--- config.mk ---
export PLATFORM = sky130hd
export DESIGN_NAME = apb_rule_watch
export DESIGN_NICKNAME = d
export VERILOG_FILES = /design/src/rtl/apb_watch_pkg.sv /design/src/rtl/apb_watch_phase.sv /design/src/rtl/apb_watch_data.sv /design/src/rtl/apb_rule_watch.sv
export SDC_FILE = /design/constraint.sdc
export NUM_CORES = 1
export LEC_CHECK = 0
export BUFFER_PORTS_ARGS = -buffer_cell sky130_fd_sc_hd__buf_2
export CAP_MARGIN = 10
export CELL_PAD_IN_SITES_DETAIL_PLACEMENT = 1
export CELL_PAD_IN_SITES_GLOBAL_PLACEMENT = 1
export CORE_ASPECT_RATIO = 0.6
export CORE_MARGIN = 1
export CORE_UTILIZATION = 34
export DETAILED_ROUTE_END_ITERATION = 10
export GPL_TIMING_DRIVEN = 0
export PLACE_DENSITY_LB_ADDON = 0.2
export SYNTH_ARGS = -nofsm -noshare
export SYNTH_HDL_FRONTEND = slang
export SYNTH_SLANG_ARGS = --single-unit
--- constraint.sdc ---
create_clock -name clk -period 3.1 [get_ports clk]
set_input_delay 0.62 -clock clk [delete_from_list [all_inputs] [get_ports clk]]
set_output_delay 0.62 -clock clk [all_outputs]
set_load 0.005 [all_outputs]
--- src/rtl/apb_watch_pkg.sv ---
package apb_watch_pkg;

  // Rule indices in the sticky vector (bit positions are part of the contract)
  localparam int NUM_RULES          = 7;
  localparam int RULE_NO_ACCESS     = 0;
  localparam int RULE_UNSTABLE      = 1;
  localparam int RULE_READ_STRB     = 2;
  localparam int RULE_DROPPED       = 3;
  localparam int RULE_EN_AFTER_DONE = 4;
  localparam int RULE_EN_NO_SEL     = 5;
  localparam int RULE_TIMEOUT       = 6;

  // Classification of the previous observed cycle
  typedef enum logic [1:0] {
    PH_IDLE  = 2'd0,
    PH_SETUP = 2'd1,
    PH_WAIT  = 2'd2,
    PH_DONE  = 2'd3
  } phase_t;

  // Strobes from phase control to the datapath
  typedef struct packed {
    logic capture;    // this cycle is a setup cycle
    logic holdCheck;  // this cycle is a legal access cycle
    logic waitCycle;  // access cycle with ready low
    logic doneCycle;  // access cycle with ready high
  } phaseStrobes_t;

endpackage

--- src/rtl/apb_watch_phase.sv ---
module apb_watch_phase
  import apb_watch_pkg::*;
(
  input  logic                 clk,
  input  logic                 rstN,
  input  logic                 busSel,
  input  logic                 busEnable,
  input  logic                 busReady,
  input  logic                 busWrite,
  input  logic                 strbAny,
  output phaseStrobes_t        strobes,
  output logic [NUM_RULES-1:0] ctlHits
);

  phase_t prevPhase;
  phase_t nextPhase;
  logic   selEn;
  logic   inAccess;

  assign selEn    = busSel && busEnable;
  assign inAccess = selEn && ((prevPhase == PH_SETUP) || (prevPhase == PH_WAIT));

  always_comb begin
    if (busSel && !busEnable) begin
      nextPhase = PH_SETUP;
    end else if (inAccess) begin
      nextPhase = busReady ? PH_DONE : PH_WAIT;
    end else begin
      nextPhase = PH_IDLE;
    end
  end

  always_ff @(posedge clk or negedge rstN) begin
    if (!rstN) begin
      prevPhase <= PH_IDLE;
    end else begin
      prevPhase <= nextPhase;
    end
  end

  always_comb begin
    strobes.capture   = busSel && !busEnable;
    strobes.holdCheck = inAccess;
    strobes.waitCycle = inAccess && !busReady;
    strobes.doneCycle = inAccess && busReady;
  end

  always_comb begin
    ctlHits                     = '0;
    ctlHits[RULE_NO_ACCESS]     = (prevPhase == PH_SETUP) && !selEn;
    ctlHits[RULE_READ_STRB]     = busSel && !busWrite && strbAny;
    ctlHits[RULE_DROPPED]       = (prevPhase == PH_WAIT) && !selEn;
    ctlHits[RULE_EN_AFTER_DONE] = (prevPhase == PH_DONE) && busEnable;
    ctlHits[RULE_EN_NO_SEL]     = busEnable && !busSel;
  end

endmodule

--- src/rtl/apb_watch_data.sv ---
module apb_watch_data
  import apb_watch_pkg::*;
#(
  parameter int ADDR_W   = 16,
  parameter int DATA_W   = 32,
  parameter int MAX_WAIT = 16
) (
  input  logic                 clk,
  input  logic                 rstN,
  input  logic                 clrSticky,
  input  logic [ADDR_W-1:0]    busAddr,
  input  logic [2:0]           busProt,
  input  logic                 busWrite,
  input  logic [DATA_W-1:0]    busWdata,
  input  logic [DATA_W/8-1:0]  busStrb,
  input  logic                 busErr,
  input  phaseStrobes_t        strobes,
  input  logic [NUM_RULES-1:0] ctlHits,
  output logic [NUM_RULES-1:0] ruleFlags,
  output logic                 violPulse,
  output logic                 xferErr
);

  localparam int STRB_W = DATA_W / 8;
  localparam int HOLD_W = ADDR_W + 3 + 1 + DATA_W + STRB_W;
  localparam int CNT_W  = $clog2(MAX_WAIT + 2);
  localparam logic [CNT_W-1:0] CNT_LIMIT = CNT_W'(MAX_WAIT);
  localparam logic [CNT_W-1:0] CNT_SAT   = CNT_W'(MAX_WAIT + 1);

  logic [HOLD_W-1:0]    heldFields;
  logic [HOLD_W-1:0]    liveFields;
  logic                 holdMismatch;
  logic [CNT_W-1:0]     waitCnt;
  logic                 timeoutHit;
  logic [NUM_RULES-1:0] allHits;

  assign liveFields = {busAddr, busProt, busWrite, busWdata, busStrb};

  // Field snapshot taken in every setup cycle
  always_ff @(posedge clk or negedge rstN) begin
    if (!rstN) begin
      heldFields <= '0;
    end else if (strobes.capture) begin
      heldFields <= liveFields;
    end
  end

  assign holdMismatch = strobes.holdCheck && (liveFields != heldFields);

  // Count of earlier consecutive wait cycles, saturating past the limit
  always_ff @(posedge clk or negedge rstN) begin
    if (!rstN) begin
      waitCnt <= '0;
    end else if (!strobes.waitCycle) begin
      waitCnt <= '0;
    end else if (waitCnt != CNT_SAT) begin
      waitCnt <= waitCnt + 1'b1;
    end
  end

  assign timeoutHit = strobes.waitCycle && (waitCnt == CNT_LIMIT);

  always_comb begin
    allHits                = ctlHits;
    allHits[RULE_UNSTABLE] = ctlHits[RULE_UNSTABLE] | holdMismatch;
    allHits[RULE_TIMEOUT]  = ctlHits[RULE_TIMEOUT] | timeoutHit;
  end

  // Sticky vector: a clear drops old bits, but this cycle's hits survive
  always_ff @(posedge clk or negedge rstN) begin
    if (!rstN) begin
      ruleFlags <= '0;
      violPulse <= 1'b0;
      xferErr   <= 1'b0;
    end else begin
      ruleFlags <= (clrSticky ? '0 : ruleFlags) | allHits;
      violPulse <= |allHits;
      xferErr   <= strobes.doneCycle && busErr;
    end
  end

endmodule

--- src/rtl/apb_rule_watch.sv ---
module apb_rule_watch
  import apb_watch_pkg::*;
#(
  parameter int ADDR_W   = 16,
  parameter int DATA_W   = 32,
  parameter int MAX_WAIT = 16
) (
  input  logic                 clk,
  input  logic                 rstN,
  input  logic                 clrSticky,
  input  logic [ADDR_W-1:0]    busAddr,
  input  logic                 busSel,
  input  logic                 busEnable,
  input  logic                 busWrite,
  input  logic [DATA_W-1:0]    busWdata,
  input  logic [DATA_W/8-1:0]  busStrb,
  input  logic [2:0]           busProt,
  input  logic                 busReady,
  input  logic                 busErr,
  output logic [NUM_RULES-1:0] ruleFlags,
  output logic                 violPulse,
  output logic                 xferErr
);

  phaseStrobes_t        strobes;
  logic [NUM_RULES-1:0] ctlHits;
  logic                 strbAny;

  assign strbAny = |busStrb;

  apb_watch_phase u_phase (
    .clk       (clk),
    .rstN      (rstN),
    .busSel    (busSel),
    .busEnable (busEnable),
    .busReady  (busReady),
    .busWrite  (busWrite),
    .strbAny   (strbAny),
    .strobes   (strobes),
    .ctlHits   (ctlHits)
  );

  apb_watch_data #(
    .ADDR_W   (ADDR_W),
    .DATA_W   (DATA_W),
    .MAX_WAIT (MAX_WAIT)
  ) u_data (
    .clk       (clk),
    .rstN      (rstN),
    .clrSticky (clrSticky),
    .busAddr   (busAddr),
    .busProt   (busProt),
    .busWrite  (busWrite),
    .busWdata  (busWdata),
    .busStrb   (busStrb),
    .busErr    (busErr),
    .strobes   (strobes),
    .ctlHits   (ctlHits),
    .ruleFlags (ruleFlags),
    .violPulse (violPulse),
    .xferErr   (xferErr)
  );

endmodule

==> flow_summary.yaml, run 1 <==
clock_network:
  postCtsSetupBuffers: 0
  clk_path_buf_depth: 2
  clock_latency_ps: 330
  cts_buffers: 9
  cts_resized: 0
  cts_hold_buf: 0
  cts-root-buf: "clkbuf_16"
  cts.sinks: 72
  cts_htree_levels: 3
  cts_tree: "done"
  clkTransAtPathRegs_ps: 60
worst_setup_path:
  r2r_slack_ps: 1330
  crit_type: "flop to flop"
  cp-start-kind: "flop"
  worst-endpoint-arrival_ps: 1970
  startpoint: "u_data.heldFields[28]"
  cp_max_fo: 2
  end_kind: "flop"
  timing.rr.start: "u_data.heldFields[28]"
  required_ps: 3310
sta:
  slew_headroom: 0.569
  fmax_mhz: 566
  fin_crit_ps: 1770
  hold_viol: 0
  fin_skew_ps: 6.03
  setup_violations: 0
  rsz0062_at_grt: "false"
  tns_ps: 0
  post-route-period-util: 0.570
  slew_viol_final: 0
  worstMarginPinSlew_ps: 640
cells_and_area:
  utilization: 0.437
  final_cell_area_um2: 4300
  nNetsFinal: 418
  synthToLayoutAreaGrowth_pct: 25.1
  fin_cells: 488
  drive_gt1_frac: 0.428
  antenna_cells: 0
route:
  avgViaCountPerCell: 4.60
  drc: 0
  postRouteAntennaNets: 0
  routedWlPerCell_um: 15.3
  first_pass_iters: 4
  routed_wl_um: 7470
  drt_iter0_drc: 66
  vias: 2244
yosys:
  synth_compound_area_frac: 0.0178
  synth.yosys.warnings: 0
  synth_top_area_frac: 0.524
  synth_mux_area_frac: 0.186
  synth_top_family_by_area: "multiplexers"
  synth_top_cell_by_area: "dfrtp_1"
  synth_seq_area_share: 0.524
  synth-seq-cells: 72
  synth_xor_xnor_area_share: 0.153
  synth-simple-area-share: 0.0742
  synthCells: 266
  synthTopCellsByArea: "dfrtp_1 52%, mux2_2 18%, xor2_1 15%"
  avgSynthCellArea_um2: 12.9
  syn_area_um2: 3440
  syn_nets: 335
  yosys.area_share.adder: 0.0218
  ys_types: 31
power_and_ir_drop:
  p_per_area_nw_per_um2: 601
  finalPower_mw: 2.58
  peakVddDrop_uv: 260
  leakage_nw: 1.96
place:
  dp_hpwl_um: 5540
  placed_cell_area_um2: 3990
  io_buffers: 71
  dp.cells: 473
  place_congestion: 0.732
die:
  core_um2: 9840
  ioPinCount: 72
  die_h_um: 79.9
  die_w_um: 132
  start_util: 0.349
  rows: 28
  die-area_um2: 10500
grt:
  grt_util_all_layers: 0.161
  overflow: 0
  first_global_vias: 2387
  antenna_found_initial: 1
  grt_pass1_wl_um: 12400
  grt_max_degree: 64
run_status:
  status: "finished clean"
worst_hold_path:
  holdCritPathClass: "primary input to async pin"
flow_run:
  drv_cap: 0
==> worst paths after layout <==
check	endpoint	cells past startpoint
max reg2reg	u_data.ruleFlags[1]	5
max in group asynchronous	u_data.waitCnt[3]	2
min	u_data.heldFields[54]	1
min reg2reg	u_data.ruleFlags[3]	2
min in group clk	u_data.ruleFlags[3]	2
max	u_data.ruleFlags[1]	5
==> per-layer routing <==
layer | vias up | global-route usage | routed length (um) | share of wire
met4 | 2 | 0.0628 | 98 | 0.013
met3 | 12 | 0.0552 | 350 | 0.047
li1 | 1080 | - | - | -
met2 | 49 | 0.241 | 3240 | 0.43
met1 | 1101 | 0.212 | 3760 | 0.50
met5 | - | 0 | 17 | 0.0023
==> synthesized netlist by cell type, drive strengths merged <==
| cell | instances |
|---|---|
| or4 | 1 |
| inv | 11 |
| a21o | 1 |
| buf | 6 |
| a2bb2oi | 1 |
| ha | 6 |
| nand3b | 1 |
| and3 | 1 |
| o32ai | 1 |
| nand4 | 3 |
| nor4 | 14 |
| nand2 | 6 |
| nor4b | 1 |
| xnor2 | 2 |
| mux2i | 1 |
| dfrtp | 72 |
| nand4b | 1 |
| xor2 | 58 |
| or3 | 1 |
| nor3 | 2 |
| nor2b | 2 |
| o22ai | 1 |
| and2 | 1 |
| nor2 | 7 |
| o21ai | 5 |
| mux2 | 56 |
| nor3b | 1 |
| nand3 | 2 |
| a21oi | 1 |
==> metrics by stage <==
| stage | setup slack (ps) | hold WS (ps) |
|---|---|---|
| floorplan | 1400 | 324 |
| global placement | 866 | 509 |
| detailed placement | 972 | 467 |
| CTS | 1320 | 109 |
| global route | 1250 | 110 |
| finish | 1330 | 120 |
==> cell usage in the layout (no fill, tap or decap) <==
master	n
a21o_1	1
a21oi_1	1
a2bb2oi_1	1
and2_1	1
and3_1	1
buf_16	1
buf_2	73
buf_4	4
bufinv_16	2
clkbuf_16	9
clkinv_2	2
clkinvlp_4	2
dfrtp_1	72
ha_1	6
inv_1	11
mux2_2	56
mux2i_1	1
nand2_1	6
nand3_1	2
nand3b_1	1
nand4_1	3
nand4b_1	1
nor2_1	6
nor2_2	1
nor2b_1	2
nor3_1	2
nor3b_1	1
nor4_1	14
nor4b_2	1
o21ai_0	5
o22ai_1	1
o32ai_1	1
or3_1	1
or4_1	1
xnor2_1	2
xor2_1	58
==> power breakdown <==
part / switching [mW] / internal [mW]
sequential: 0.0746 / 1.06
combinational: 0.164 / 0.205
clock: 0.385 / 0.696
total: 0.624 / 1.96
==> critical path: stages (launching register included) <==
cell and delay [ps]:
dfrtp_1 380, xor2_1 160, nor4_1 590, nand4_1 150, nor2_1 250, a2bb2oi_1 110
==> logic make-up after synthesis <==
| logic type | after synthesis |
|---|---|
| adders and majority gates | 6 |
| and+or+nand+nor | 44 |
| xor gates and xnor gates | 60 |
| DFF | 72 |
| AOI/OAI and AO/OA | 10 |
| muxes | 57 |
| buffers and inverters | 17 |
==> flip-flops by register name, indices dropped and copies added, names as in the netlist <==
signal and count:
u_data.heldFields 56, u_data.ruleFlags 7, u_data.waitCnt 5, u_phase.prevPhase 2, u_data.violPulse 1, u_data.xferErr 1
==> area by class of cell <==
| type | instances | area (um2) |
|---|---|---|
| plain buffers | 6 | 37.5 |
| clock buffers | 9 | 225 |
| clock inverters | 6 | 85.1 |
| fillers | 1050 | 5540 |
| inverters | 11 | 41.3 |
| multi-input cells | 177 | 1560 |
| flip-flops and latches | 72 | 1800 |
| well taps | 135 | 169 |
| repair buffers | 72 | 385 |
(Power assumes the default switching activity.)
==> inputs of run 2 (changes only) <==
--- a/config.mk
+++ b/config.mk
@@ -5,6 +5,7 @@
 export SDC_FILE = /design/constraint.sdc
 export NUM_CORES = 1
 export LEC_CHECK = 0
+export ABC_AREA = 1
 export BUFFER_PORTS_ARGS = -buffer_cell sky130_fd_sc_hd__buf_2
 export CAP_MARGIN = 10
 export CELL_PAD_IN_SITES_DETAIL_PLACEMENT = 1
==> constraint.sdc (replaced) <==
create_clock -name clk -period 1.6 [get_ports clk]
set_input_delay 0.32 -clock clk [delete_from_list [all_inputs] [get_ports clk]]
set_output_delay 0.32 -clock clk [all_outputs]
set_load 0.005 [all_outputs]
==> run 2 against run 1 <==
  * Clock power increased by 97%
  * Global-route usage increased by 3.3 points
  * Largest cell class unchanged
  * Critical endpoint is now u_data.waitCnt[2]
  * Register-to-register slack got worse by 1200 ps
  * Largest power group unchanged
==> flow_summary.yaml, run 2 <==
run_status:
  status: "finished clean"
sta:
  slew_headroom: 0.681
  holdWs_ps: 212
  setup_violations: 0
  worstMarginPinSlew_ps: 478
  tns_ps: 0
  fmax_mhz: 665
  fin_crit_ps: 1500
  hold_viol: 0
  slew_viol_final: 0
  fin_skew_ps: 6.64
  rsz0062_at_grt: "true"
  post-route-period-util: 0.940
yosys:
  syn_area_um2: 3870
  synthTopCellsByArea: "dfrtp_1 47%, nand2_1 22%, inv_1 9.3%"
  synth_top_cell_by_area: "dfrtp_1"
  synth_seq_area_share: 0.465
  synth_common_cells: "222 x nand2_1, 96 x inv_1, 72 x dfrtp_1, 47 x o21ai_0, 39 x nor2_1"
  synth_top_area_frac: 0.465
  yosysMostFrequentCell: "nand2_1"
  ys.flop_type: "dfrtp_1"
  synthCells: 538
  synth-seq-cells: 72
  synth.yosys.warnings: 0
  syn_nets: 607
  synth_edf_count: 0
  ys_types: 22
  synthArstFlopShare: 1.00
  avgSynthCellArea_um2: 7.20
place:
  place_congestion: 0.753
  io_buffers: 71
  dp.cells: 749
  dp_hpwl_um: 7900
worst_setup_path:
  crit_type: "flop to flop"
  cp_max_fo: 6
  required_ps: 1860
  end_kind: "flop"
  cp-start-kind: "flop"
  worst-endpoint-arrival_ps: 1760
  timing.rr.start: "u_phase.prevPhase[0]"
  startpoint: "u_phase.prevPhase[0]"
cells_and_area:
  layout_common_cells: "218 x nand2_1, 96 x inv_1, 74 x buf_2"
  largest_reg_flops: 56
  regMostFlops: "u_data.heldFields"
  nNetsFinal: 697
  antenna_cells: 0
  nFillCells: 1360
  drive_gt1_frac: 0.201
  synthToLayoutAreaGrowth_pct: 24.9
  largestRegisters: "u_data.heldFields x56, u_data.ruleFlags x7, u_data.waitCnt x5"
  fin_cells: 771
  layout_commonest_cell: "nand2_1"
worst_hold_path:
  holdCritPathClass: "primary input to flop"
  min_from: "busErr"
power_and_ir_drop:
  leakage_nw: 2.71
  finalPower_mw: 5.16
  switching_power_mw: 1.41
  clkPwrFrac: 0.412
  combPwrFrac: 0.166
  peakVddDrop_uv: 550
  p_int_mw: 3.75
  sw_frac_of_total: 0.274
  p_per_area_nw_per_um2: 1070
  seq_power_share: 0.422
grt:
  antenna_found_initial: 0
  grt_pass1_wl_um: 17700
  grt_max_degree: 63
  grt_util_all_layers: 0.193
  first_global_vias: 3710
  overflow: 0
route:
  first_pass_iters: 4
  routedWlPerCell_um: 13.5
  drt_iter0_drc: 146
  routed_wl_um: 10400
  avgViaCountPerCell: 4.60
  drc: 0
  vias: 3550
  postRouteAntennaNets: 0
die:
  ioPinCount: 72
  die-area_um2: 11800
  core_um2: 10800
  rows: 29
  die_w_um: 140
  die_h_um: 84.7
  start_util: 0.358
clock_network:
  clk_path_buf_depth: 2
  cts.sinks: 72
  cts-root-buf: "clkbuf_16"
  clkTransAtPathRegs_ps: 60
  cts_tree: "done"
  cts_htree_levels: 3
  cts_buffers: 9
  clock_latency_ps: 330
flow_run:
  drv_cap: 0
-- run 2: cell count changes in the layout (fill, tap and decap cells not counted), sizes merged, moves of 4 or more --
cell | before | now
buf | 78 | 83
xor2 | 58 | 6
xnor2 | 2 | 9
inv | 11 | 98
nor2 | 7 | 41
o21ai | 5 | 50
nand3 | 2 | 6
nand2 | 6 | 224
nor4 | 14 | 0
mux2 | 56 | 11
clkbuf | 9 | 16
-- run 2: worst max-delay path, cell delays in order (launching register included) --
cell,delay [ps]
dfrtp_1,380
inv_1,100
ha_4,210
nor2_4,130
inv_2,30
or2_1,210
buf_6,140
inv_2,60
nand2_2,60
nor2_1,110
-- run 2: cell families (layout without fill, tap and decap cells) --
group | Yosys count | in the layout | synth area share
AO/OA/AOI/OAI | 50 | 50 | 0.0666
XOR/XNOR | 15 | 15 | 0.0339
adder cells (fa/ha/maj) | 6 | 6 | 0.0194
buffers and inverters | 110 | 204 | 0.110
flip-flops | 72 | 72 | 0.465
multiplexers | 11 | 11 | 0.0320
AND/OR/NAND/NOR | 274 | 274 | 0.273
-- run 2: stage by stage --
step / worst slack [ps] / area [um2] / util
finish: 95.3 / 4840 / 0.447
global route: -5.38 / 4840 / 0.447
CTS: 2.06 / 4760 / 0.440
detailed placement: -67.5 / 4430 / 0.410
global placement: -344 / 4400 / 0.407
floorplan: 132 / 3870 / -
-- run 2: worst paths after layout --
kind	to	slack, ps	depth (start not counted)
max in group asynchronous	u_data.heldFields[28]	650	3
worst max register to register	u_data.waitCnt[2]	100	9
worst min register to register	u_data.ruleFlags[4]	460	2
min in group asynchronous	u_data.ruleFlags[3]	370	2
worst max-delay path	u_data.waitCnt[2]	100	9
worst min-delay path	u_data.xferErr	210	3
-- run 2: metal layers --
metal | up-vias | share of wire | track usage
li1 | 1773 | - | -
met4 | 0 | 0.0055 | 0.0440
met5 | - | 0 | 0
met1 | 1711 | 0.47 | 0.247
met3 | 5 | 0.043 | 0.0519
met2 | 61 | 0.48 | 0.327
-- run 2: cell type report --
class                   count  area [um2]  area share
flip-flops and latches     72        1800       0.372
clock inverters             6        85.1      0.0176
plain buffers              12        57.6      0.0119
clock buffers               9         225      0.0466
repair buffers             79         440      0.0911
inverters                  98         368      0.0760
multi-input cells         356        1690       0.348
well taps                 139         174      0.0360
-- run 2: power groups by stage --
stage / clock network [mW] / registers, mW / logic [mW]
4_1_cts: 2.19 / 2.18 / 0.840
5_1_grt: 2.27 / 2.21 / 1.00
3_5_place_dp: 0 / 2.21 / 0.824
6_report: 2.13 / 2.18 / 0.856
3_3_place_gp: 0 / 2.19 / 0.758
2_1_floorplan: 0 / 2.17 / 0.514
-- run 2: timing repair --
action                                  CTS  global route
endpoints found under the setup margin    5             5
endpoints found under the hold margin    10             0
pin swaps                                 0            11
gates resized for setup                   1            10
hold buffers                              1             0
buffers inserted                          1             5
